<file path="src/rtl/softDecPkg.sv">
package softDecPkg;
  // code memory and orthogonal check taps of the generator 1 + D + D^4 + D^6
  localparam int CODE_MEM   = 6;
  localparam int NUM_CHECKS = 4;
  localparam int CHECK_TAPS [NUM_CHECKS] = '{0, 1, 4, 6};

  // strobes from control to datapath
  typedef struct packed {
    logic clear;
    logic shift;
  } decStrobe_t;
endpackage

</file>
<file path="src/rtl/softDecCtrl.sv">
module softDecCtrl
  import softDecPkg::*;
(
  input  logic       clk,
  input  logic       rst,
  input  logic       inValid,
  output decStrobe_t strobe,
  output logic       outValid
);
  always_comb begin
    strobe.clear = rst;
    strobe.shift = inValid & ~rst;
  end

  always_ff @(posedge clk) begin
    if (rst) outValid <= 1'b0;
    else     outValid <= inValid;
  end
endmodule

</file>
<file path="src/rtl/softDecVoter.sv">
module softDecVoter
  import softDecPkg::*;
#(
  parameter int Q = 3
) (
  input  logic [CODE_MEM:0][Q-1:0] infoLine,
  input  logic [CODE_MEM:0][Q-1:0] parLine,
  output logic                     decided
);
  localparam int RW  = Q - 1;
  localparam int SW  = RW + $clog2(NUM_CHECKS + 2);
  localparam int MEM = CODE_MEM;

  // hard bits combine by XOR, reliabilities by minimum
  function automatic logic [Q-1:0] addMin(input logic [Q-1:0] a, input logic [Q-1:0] b);
    logic [RW-1:0] r;
    r = (a[RW-1:0] < b[RW-1:0]) ? a[RW-1:0] : b[RW-1:0];
    return {a[Q-1] ^ b[Q-1], r};
  endfunction

  logic [NUM_CHECKS-1:0][Q-1:0] checkVal;
  logic [SW-1:0] flipSum;
  logic [SW-1:0] keepSum;
  logic          oldHard;

  always_comb begin
    oldHard = infoLine[MEM][Q-1];
    flipSum = '0;
    keepSum = SW'(infoLine[MEM][RW-1:0]);
    for (int k = 0; k < NUM_CHECKS; k++) begin
      checkVal[k] = parLine[MEM - CHECK_TAPS[k]];
      for (int l = 0; l < NUM_CHECKS; l++) begin
        int age;
        age = (CHECK_TAPS[l] < CHECK_TAPS[k]) ? (MEM - CHECK_TAPS[k] + CHECK_TAPS[l]) : MEM;
        if (CHECK_TAPS[l] < CHECK_TAPS[k])
          checkVal[k] = addMin(checkVal[k], infoLine[age]);
      end
      if (checkVal[k][Q-1] != oldHard) flipSum = flipSum + SW'(checkVal[k][RW-1:0]);
      else                             keepSum = keepSum + SW'(checkVal[k][RW-1:0]);
    end
    decided = oldHard ^ (flipSum > keepSum);
  end
endmodule

</file>
<file path="src/rtl/softDecPath.sv">
module softDecPath
  import softDecPkg::*;
#(
  parameter int Q = 3
) (
  input  logic       clk,
  input  decStrobe_t strobe,
  input  logic [Q-1:0] infoSym,
  input  logic [Q-1:0] parSym,
  output logic       outBit
);
  localparam int RW  = Q - 1;
  localparam int MEM = CODE_MEM;
  localparam logic [RW-1:0] FULL_REL = {RW{1'b1}};

  function automatic logic [Q-1:0] addMin(input logic [Q-1:0] a, input logic [Q-1:0] b);
    logic [RW-1:0] r;
    r = (a[RW-1:0] < b[RW-1:0]) ? a[RW-1:0] : b[RW-1:0];
    return {a[Q-1] ^ b[Q-1], r};
  endfunction

  logic [MEM:0][Q-1:0] infoLine;
  logic [MEM:0][Q-1:0] parLine;
  logic [MEM:0][Q-1:0] parNext;
  logic                decided;

  softDecVoter #(.Q(Q)) uVoter (
    .infoLine(infoLine),
    .parLine (parLine),
    .decided (decided)
  );

  // shift the parity cells and fold the fresh decision into its later checks
  always_comb begin
    parNext[0] = parSym;
    for (int a = 1; a <= MEM; a++) parNext[a] = parLine[a-1];
    for (int k = 0; k < NUM_CHECKS; k++) begin
      int pos;
      pos = (CHECK_TAPS[k] > 0) ? (MEM - CHECK_TAPS[k]) : 0;
      if (CHECK_TAPS[k] > 0)
        parNext[pos + 1] = addMin(parLine[pos], {decided, FULL_REL});
    end
  end

  always_ff @(posedge clk) begin
    if (strobe.clear) begin
      infoLine <= '0;
      parLine  <= '0;
      outBit   <= 1'b0;
    end else if (strobe.shift) begin
      infoLine <= {infoLine[MEM-1:0], infoSym};
      parLine  <= parNext;
      outBit   <= decided;
    end
  end
endmodule

</file>
<file path="src/rtl/softThreshDecoder.sv">
module softThreshDecoder
  import softDecPkg::*;
#(
  parameter int Q = 3
) (
  input  logic         clk,
  input  logic         rst,
  input  logic         inValid,
  input  logic [Q-1:0] infoSym,
  input  logic [Q-1:0] parSym,
  output logic         outValid,
  output logic         outBit
);
  decStrobe_t strobe;

  softDecCtrl uCtrl (
    .clk     (clk),
    .rst     (rst),
    .inValid (inValid),
    .strobe  (strobe),
    .outValid(outValid)
  );

  softDecPath #(.Q(Q)) uPath (
    .clk    (clk),
    .strobe (strobe),
    .infoSym(infoSym),
    .parSym (parSym),
    .outBit (outBit)
  );
endmodule

</file>
<file path="config.mk">
export PLATFORM = sky130hd
export DESIGN_NAME = softThreshDecoder
export DESIGN_NICKNAME = d
export VERILOG_FILES = /design/src/rtl/softDecPkg.sv /design/src/rtl/softDecCtrl.sv /design/src/rtl/softDecVoter.sv /design/src/rtl/softDecPath.sv /design/src/rtl/softThreshDecoder.sv
export SDC_FILE = /design/constraint.sdc
export NUM_CORES = 1
export LEC_CHECK = 0
export BUFFER_PORTS_ARGS = -buffer_cell sky130_fd_sc_hd__buf_2
export CORE_AREA = 2 2 103 105
export CTS_CLUSTER_DIAMETER = 120
export DETAILED_ROUTE_END_ITERATION = 8
export DIE_AREA = 0 0 105 107
export PLACE_DENSITY = 0.52
export SKIP_LAST_GASP = 1
export SYNTH_ARGS = -nofsm -noshare
export SYNTH_HDL_FRONTEND = slang
export SYNTH_SLANG_ARGS = --single-unit
</file>
<file path="constraint.sdc">
create_clock -name clk -period 6.6 [get_ports clk]
set_input_delay 0.66 -clock clk [delete_from_list [all_inputs] [get_ports clk]]
set_output_delay 0.66 -clock clk [all_outputs]
set_load 0.02 [all_outputs]
</file>
==> results.md, run 1 <==
- Status: finished clean
- WL/cell: 11.6 um
- Worst Tran Pin Value: 995 ps
- Worst VDD drop: 0.0000836 V
- CP arrival: 6010 ps
- Avg Cell Area, Syn: 9.99 um2
- P_sw: 121 uW
- Final Hold Fails: 0
- P&R area growth vs syn: 10.2%
- I/O Pins: 11
- CTS tree: yes
- CTS H-tree depth: 2
- Buf+Inv Stages, Crit Path: 1
- Setup bufs post-CTS: 0
- IO buf count: 10
- Core area: 10100 um2
- Die area: 11200 um2
- Clock Latency Late Sink: 300 ps
- Clock period minus worst slack: 5820 ps
- Final Worst Setup Slack: 779 ps
- Post-route DRC: 0
- YS warnings: 0
- Power density cells: 169 nW/um2
- Post-Syn Area: 2860 um2
- Slew Viols, Final: 0
- Clock Pin Slew Worst Setup and Hold Paths: 80 ps
- Antenna Cells: 0
- Hold path start: uPath.parLine[4]$_SDFFE_PP0P_
- Die X: 105 um
- Syn Nets: 331
- Share of synthesized registers carrying an async set or reset: 0
- Largest net degree at the start of global routing: 52
- DR vias/cell: 4.53
- Worst R2R Start: uPath.infoLine[20]$_SDFFE_PP0P_
- Total CTS buffers: 5
- Floorplan row count: 37
- Iter 0 DRT Violations: 69
- Clock Tree Buf Depth: 2
- Vert. Die Dim: 107 um
- Seq pwr share: 0.515
- Final period utilization: 0.882
- Syn Inst Count: 286
- RSZ-0062 raised after global routing: false
- Max_slew headroom: 0.332
- Total track usage: 0.0950
- Sequential element share of the synthesized area: 0.308
- CP delay by family, top: adder cells
- Worst min path class: flop to flop
- Power share of the combinational group: 0.072
- Critical Path RT: 6790 ps
- Vias in the first global route: 1793
- Clock sinks: 44
- Root Driver: clkbuf_8
- FF+latch count, synth: 44
- Setup tns final: 0 ps
- Clock share of power: 0.413
- Crit path from: uPath.infoLine[20]$_SDFFE_PP0P_
- CP endpoint kind: flop
- Layout fillers: 1074
- Initial antenna violation count: 0
- Critical-path maximum fanout: 9
- Vias post-DR: 1939
- Pre-Repair DR Iteration Count: 4
- First-pass GRT wire length: 8.78 mm
- Gpl congestion: 0.724
- Max-cap violation count: 0
- Layout net count: 336
- Initial Utilization: 0.283
- Leak Pwr: 1.48 nW
- Switch share: 0.228
- Cts repair resizes: 0
- Cell mode on critical path: ha_1
- Worst-path cell with the longest stage delay: or4b_2
- Post-synth EDFFs: 0
- Final WL: 4.96 mm
- Post-synth top flop: dfxtp_1
- Critical path class: flop to flop
- DP HPWL: 3.54 mm
- Hold-fix buffers at CTS: 0
- Startpoint Class: flop
- Total grt overflow: 0
- Final setup fails: 0
- Synth cell types: 48
- Number of routed nets with antenna violations: 0
- Pint: 412 uW
- Layout Skew: 7.05 ps
- Layout cells sized above 1: 0.127
- Worst slack, placed: 776 ps
- Crit-path max cell delay: 650 ps
- Fmax: 172 MHz
- CP Cell Sequence: xnor2_2 > mux2_4 > ha_1 > inv_1 > fa_1 > mux2i_1 > fa_1 > mux2_2 > ha_1 > a21oi_1 > nand2b_1 > o2111ai_1 > a31oi_1 > o21ai_1 > ha_1 > and3_1 > o21a_1 > o31ai_1 > xor2_1 > or4b_2 > o311ai_0
per-stage QoR:
step / util / instance area, um2 / std cells / hold WS, ps / power (mW)
finish: 0.312 / 3150 / 428 / 498 / 0.533
global route: 0.312 / 3150 / 428 / 529 / 0.556
detailed placement: 0.300 / 3030 / 420 / 486 / 0.320
global placement: 0.300 / 3030 / 420 / 481 / 0.320
CTS: 0.312 / 3150 / 428 / 508 / 0.543
floorplan: - / 2860 / 286 / 460 / 0.311
metal layers:
| layer | vias up | global-route usage | share of wire |
|---|---|---|---|
| met5 | - | 0 | 0 |
| met4 | 0 | 0.0352 | 0.015 |
| met3 | 6 | 0.0182 | 0.023 |
| met2 | 23 | 0.144 | 0.44 |
| met1 | 902 | 0.134 | 0.52 |
| li1 | 1008 | - | - |
area by class of cell:
class | count | area, um2 | share of cell area
Clock inverter | 2 | 38.8 | 0.0123
Inverter | 12 | 45.0 | 0.0143
Tap cell | 136 | 170 | 0.0541
Clock buffer | 6 | 82.6 | 0.0262
Timing Repair Buffer | 11 | 57.6 | 0.0183
Multi-Input combinational cell | 217 | 1870 | 0.595
Sequential cell | 44 | 881 | 0.280
worst min-delay path, stage by stage, from the launching register on:
cell and delay [ps]:
dfxtp_1 330, mux2i_1 60, nor2_1 70
worst paths after layout:
path | end | slack (ps) | cells past startpoint
worst max register to register | uPath.parLine[5]$_SDFFE_PP0P_ | 780 | 21
worst min register to register | uPath.parLine[4]$_SDFFE_PP0P_ | 500 | 2
worst min-delay path | uPath.parLine[4]$_SDFFE_PP0P_ | 500 | 2
worst max-delay path | uPath.parLine[5]$_SDFFE_PP0P_ | 780 | 21
power by group through the flow:
stage	combinational, mW	sequential [mW]	clock, mW
final	0.0384	0.275	0.220
after global routing	0.0426	0.276	0.237
after CTS	0.0393	0.275	0.229
after detailed placement	0.0393	0.281	0
after global placement	0.0389	0.281	0
after floorplan	0.0310	0.280	0
cells in the mapped netlist, types with 2 or more instances:
| cell type | count | area [um2] |
|---|---|---|
| or4b_2 | 3 | 30.0 |
| o22a_1 | 6 | 52.6 |
| a22o_1 | 2 | 17.5 |
| mux2_2 | 5 | 56.3 |
| o311ai_0 | 3 | 26.3 |
| mux2i_1 | 44 | 440 |
| and2b_1 | 2 | 15.0 |
| buf_2 | 2 | 10.0 |
| ha_1 | 29 | 363 |
| nor2_1 | 47 | 176 |
| nand3_1 | 3 | 15.0 |
| xnor2_2 | 2 | 32.5 |
| o22ai_1 | 2 | 12.5 |
| dfxtp_1 | 44 | 881 |
| xor2_2 | 2 | 32.5 |
| fa_1 | 7 | 140 |
| a21oi_1 | 7 | 35.0 |
| and3_1 | 2 | 12.5 |
| nor3_1 | 3 | 15.0 |
| nor2b_1 | 3 | 18.8 |
| nand2_1 | 5 | 18.8 |
| nand4b_1 | 4 | 35.0 |
| inv_1 | 12 | 45.0 |
| and2_1 | 2 | 12.5 |
| xnor2_1 | 7 | 61.3 |
| clkbuf_1 | 9 | 33.8 |
| xor2_1 | 3 | 26.3 |
| nand2b_1 | 4 | 25.0 |
| mux2_4 | 3 | 45.0 |
state kept, by name, indices dropped and copies added (netlist names):
register        flops
uCtrl.outValid      1
uPath.infoLine     21
uPath.parLine      21
uPath.outBit        1
cells in the final DEF (no fill, tap or decap), types with 2 or more instances in the layout:
cell	n
xnor2_1	7
o22ai_1	2
and3_1	2
xor2_2	2
nor2_1	47
nand4b_1	4
mux2_4	3
o22a_1	6
clkbuf_8	6
nand2_1	5
mux2_2	5
o311ai_0	3
dfxtp_1	44
nor2b_1	3
nor3_1	3
and2b_1	2
fa_1	7
buf_2	10
and2_1	2
mux2i_1	44
nand2b_1	4
or4b_2	3
inv_1	12
nand3_1	3
a22o_1	2
a21oi_1	7
xor2_1	3
ha_1	29
xnor2_2	2
cells by family after synthesis:
family	share of synthesized area
compound gates	0.0806
flops	0.308
simple gates	0.148
buf+inv	0.0364
fa+ha+maj	0.176
mux	0.190
xor+xnor	0.0613
Power figures use the tool's default switching activity.
==> run 2: changes to the inputs <==
--- a/config.mk
+++ b/config.mk
@@ -6,12 +6,13 @@
 export NUM_CORES = 1
 export LEC_CHECK = 0
 export BUFFER_PORTS_ARGS = -buffer_cell sky130_fd_sc_hd__buf_2
-export CORE_AREA = 2 2 103 105
+export CORE_AREA = 2 2 104 106
 export CTS_CLUSTER_DIAMETER = 120
 export DETAILED_ROUTE_END_ITERATION = 8
-export DIE_AREA = 0 0 105 107
+export DIE_AREA = 0 0 106 108
 export PLACE_DENSITY = 0.52
 export SKIP_LAST_GASP = 1
 export SYNTH_ARGS = -nofsm -noshare
 export SYNTH_HDL_FRONTEND = slang
+export SYNTH_HIERARCHICAL = 1
 export SYNTH_SLANG_ARGS = --single-unit
==> run 2 against run 1 <==
Net effect: critical path depth stayed put; synthesized area rose by 3.0%; sequential share of layout area shrank 0.10 points; global-route usage decreased by 0.27 points; critical path type unchanged; critical endpoint is now uPath/parLine[5]$_SDFFE_PP0P_.
==> results.md, run 2 <==
- Status: finished clean
- Layout net count: 340 (+1.2%)
- Worst Tran Pin Value: 853 ps (-142 ps)
- Share of synthesized registers carrying an async set or reset: 0 (unchanged)
- Layout Skew: 6.72 ps (-0.334 ps)
- Die X: 106 um (+0.95%)
- Core area: 10200 um2 (+1.4%)
- Post-DP Area: 3050 um2 (+0.70%)
- Vias post-DR: 1893 (-2.4%)
- Clock Pin Slew Worst Setup and Hold Paths: 80 ps (about the same)
- Power density cells: 163 nW/um2 (-3.6%)
- Biggest regs: uPath/infoLine: 21 flops, uPath/parLine: 21 flops
- Clock share of power: 0.397 (-0.016)
- Slew Viols, Final: 0 (unchanged)
- Area share of the largest cell type after synthesis: 0.299 (-0.00905)
- Antenna Cells: 0 (unchanged)
- Seq pwr share: 0.530 (+0.015)
- CTS tree: yes
- Setup tns final: 0 ps (unchanged)
- WL/cell: 11.3 um (-2.1%)
- Leak Pwr: 1.41 nW (-4.7%)
- Post-synth top flop: dfxtp_1
- Startpoint Class: flop
- Critical-path maximum fanout: 10 (+1)
- R2R depth: 21 (unchanged)
- Root Driver: clkbuf_8
- RSZ-0062 raised after global routing: false
- Total track usage: 0.0923 (-0.00270)
- Sequential element share of the synthesized area: 0.299 (-0.00905)
- Final period utilization: 0.857 (-0.0246)
- Clock Latency Late Sink: 300 ps (about the same)
- Total CTS buffers: 5 (unchanged)
- Hold Path End: uPath/parLine[5]$_SDFFE_PP0P_
- Most frequent cells after synthesis: 51 x nor2_1, 46 x mux2i_1, 44 x dfxtp_1
- Placed insts: 424 (+0.95%)
- CP arrival: 5870 ps (-140 ps)
- Switch share: 0.227 (-0.000945)
- Synth area leaders: dfxtp_1 30%, mux2i_1 16%, ha_1 12%
- Final WL: 4.90 mm (-1.2%)
- Largest net degree at the start of global routing: 47 (-9.6%)
- Worst reg2reg endpoint: uPath/parLine[5]$_SDFFE_PP0P_
- Initial Utilization: 0.288 (+0.00460)
- Floorplan row count: 37 (unchanged)
- Cell mode on critical path: ha_1
- Most frequent cell after synthesis: nor2_1
- Power Total: 516 uW (-3.2%)
- Cts repair resizes: 0 (unchanged)
- CTS H-tree depth: 2 (unchanged)
- Max_slew headroom: 0.432 (+0.0997)
- Power share of the combinational group: 0.073 (about the same)
- First-pass GRT wire length: 8.49 mm (-3.4%)
- P&R area growth vs syn: 7.31%
- Pint: 399 uW (-3.1%)
- Fmax: 177 MHz (+2.9%)
- Vert. Die Dim: 108 um (+0.93%)
- Worst-path cell with the longest stage delay: dfxtp_1
- Hold Path Cell Cnt: 2 (unchanged)
- Worst VDD drop: 0.000160 V (+92%)
- Yosys top cell by area: dfxtp_1
- Setup bufs post-CTS: 0 (unchanged)
- Initial antenna violation count: 0 (unchanged)
- Hold path start: uPath/parLine[5]$_SDFFE_PP0P_
- Most frequent cells in the layout: 51 x nor2_1, 46 x mux2i_1, 44 x dfxtp_1
- Layout fillers: 1055 (-1.8%)
- Max-cap violation count: 0 (unchanged)
- Crit-path max cell delay: 590 ps (-60 ps)
- I/O Pins: 11 (unchanged)
- Syn Inst Count: 289 (+1.0%)
- Iter 0 DRT Violations: 55 (-20%)
- CP Cell Sequence: xor2_2 > mux2_2 > ha_1 > inv_1 > fa_1 > mux2i_1 > fa_1 > mux2_2 > ha_1 > a21oi_1 > nor2b_4 > mux2_1 > o221ai_1 > o311ai_1 > ha_1 > o21a_1 > o21a_1 > o22ai_1 > xnor2_1 > xnor2_1 > a211oi_1
- Die area: 11400 um2 (+1.9%)
- Layout cells sized above 1: 0.142 (+0.0152)
- Final Non-Filler Cells: 432 (+0.93%)
- Clock period minus worst slack: 5660 ps (-163 ps)
- Worst slack, placed: 911 ps (+135 ps)
- IO buf count: 10 (unchanged)
- Avg Cell Area, Syn: 10.2 um2 (+2.0%)
- Final setup fails: 0 (unchanged)
- Number of routed nets with antenna violations: 0 (unchanged)
- FF+latch count, synth: 44 (unchanged)
- Most common cell after layout, fill and taps aside: nor2_1
- P_sw: 117 uW (-3.6%)
- Worst R2R Start: uPath/infoLine[20]$_SDFFE_PP0P_
- Pre-Repair DR Iteration Count: 4 (unchanged)
- DR vias/cell: 4.38 (-3.3%)
- Post-route DRC: 0 (unchanged)
- Total grt overflow: 0 (unchanged)
- Syn Nets: 334 (+0.91%)
- Final Instance Area: 3160 um2 (+0.36%)
- Gpl congestion: 0.762 (+5.2%)
- Worst min path class: flop to flop
- Clock sinks: 44 (unchanged)
- Critical Path RT: 6810 ps (+20 ps)
- Multi-input gate area: 1890 um2 (+0.94%)
- Sequential cell area: 881 um2 (unchanged)
- Critical path class: flop to flop
- Final Worst Setup Slack: 942 ps (+163 ps)
- Final Hold Fails: 0 (unchanged)
- Post-synth EDFFs: 0 (unchanged)
- Post-Syn Area: 2940 um2 (+3.0%)
- YS warnings: 6 (+6)
- Synth cell types: 46 (-4.2%)
- DP HPWL: 3.67 mm (+3.8%)
- Hold-fix buffers at CTS: 0 (unchanged)
- Setup slack, reg-to-reg: 940 ps (+160 ps)
- Clock Tree Buf Depth: 2 (unchanged)
- CP endpoint kind: flop
- Vias in the first global route: 1783 (-0.56%)
==> run 2: logic make-up after synthesis <==
logic type	share of synthesized area
and+or+nand+nor	0.122
adders and majority gates	0.171
muxes	0.191
AOI/OAI and AO/OA	0.0829
DFF	0.299
buffers and inverters	0.0612
xor gates and xnor gates	0.0727
==> run 2: worst max-delay path by stage <==
stage	from	to	slack (ps)	depth (start not counted)
detailed placement	uPath/infoLine[20]$_SDFFE_PP0P_	uPath/parLine[20]$_SDFFE_PP0P_	910	21
finish	uPath/infoLine[20]$_SDFFE_PP0P_	uPath/parLine[5]$_SDFFE_PP0P_	940	21
global route	uPath/infoLine[20]$_SDFFE_PP0P_	uPath/parLine[5]$_SDFFE_PP0P_	500	21
global placement	uPath/infoLine[20]$_SDFFE_PP0P_	uPath/parLine[20]$_SDFFE_PP0P_	1050	21
CTS	uPath/infoLine[20]$_SDFFE_PP0P_	uPath/parLine[5]$_SDFFE_PP0P_	900	21
floorplan	uPath/infoLine[20]$_SDFFE_PP0P_	uPath/parLine[20]$_SDFFE_PP0P_	1450	22
==> run 2: final cells by class <==
cell class / count / share of cell area
clock inverters: 3 / 0.0135
flip-flops and latches: 44 / 0.279
repair buffers: 11 / 0.0182
inverters: 13 / 0.0155
multi-input cells: 220 / 0.598
clock buffers: 5 / 0.0218
well taps: 136 / 0.0539
==> run 2: metrics by stage <==
stage | hold WS (ps) | utilization
final | 495 | 0.309
after CTS | 494 | 0.309
after floorplan | 460 | -
after global routing | 540 | 0.309
after detailed placement | 483 | 0.298
after global placement | 477 | 0.298
==> run 2: worst max-delay path, delay by kind of cell, from the launching register on <==
kind,cells,cell delay [ps]
adders and majority gates,5,1630
muxes,4,1290
AOI/OAI and AO/OA,7,1190
xor gates and xnor gates,3,700
DFF,1,590
and+or+nand+nor,1,80
buffers and inverters,1,70
==> run 2: metal layers <==
layer | track usage | part of all wire
met1 | 0.125 | 0.52
met2 | 0.146 | 0.44
met3 | 0.0108 | 0.013
met4 | 0.0479 | 0.023
met5 | 0 | 0
==> run 2: power groups by stage <==
stage                     clock network, mW  registers [mW]  logic [mW]
after global routing                  0.225           0.274      0.0416
after floorplan                           0           0.279      0.0361
after global placement                    0           0.280      0.0381
after CTS                             0.213           0.273      0.0382
final                                 0.205           0.273      0.0378
after detailed placement                  0           0.280      0.0381
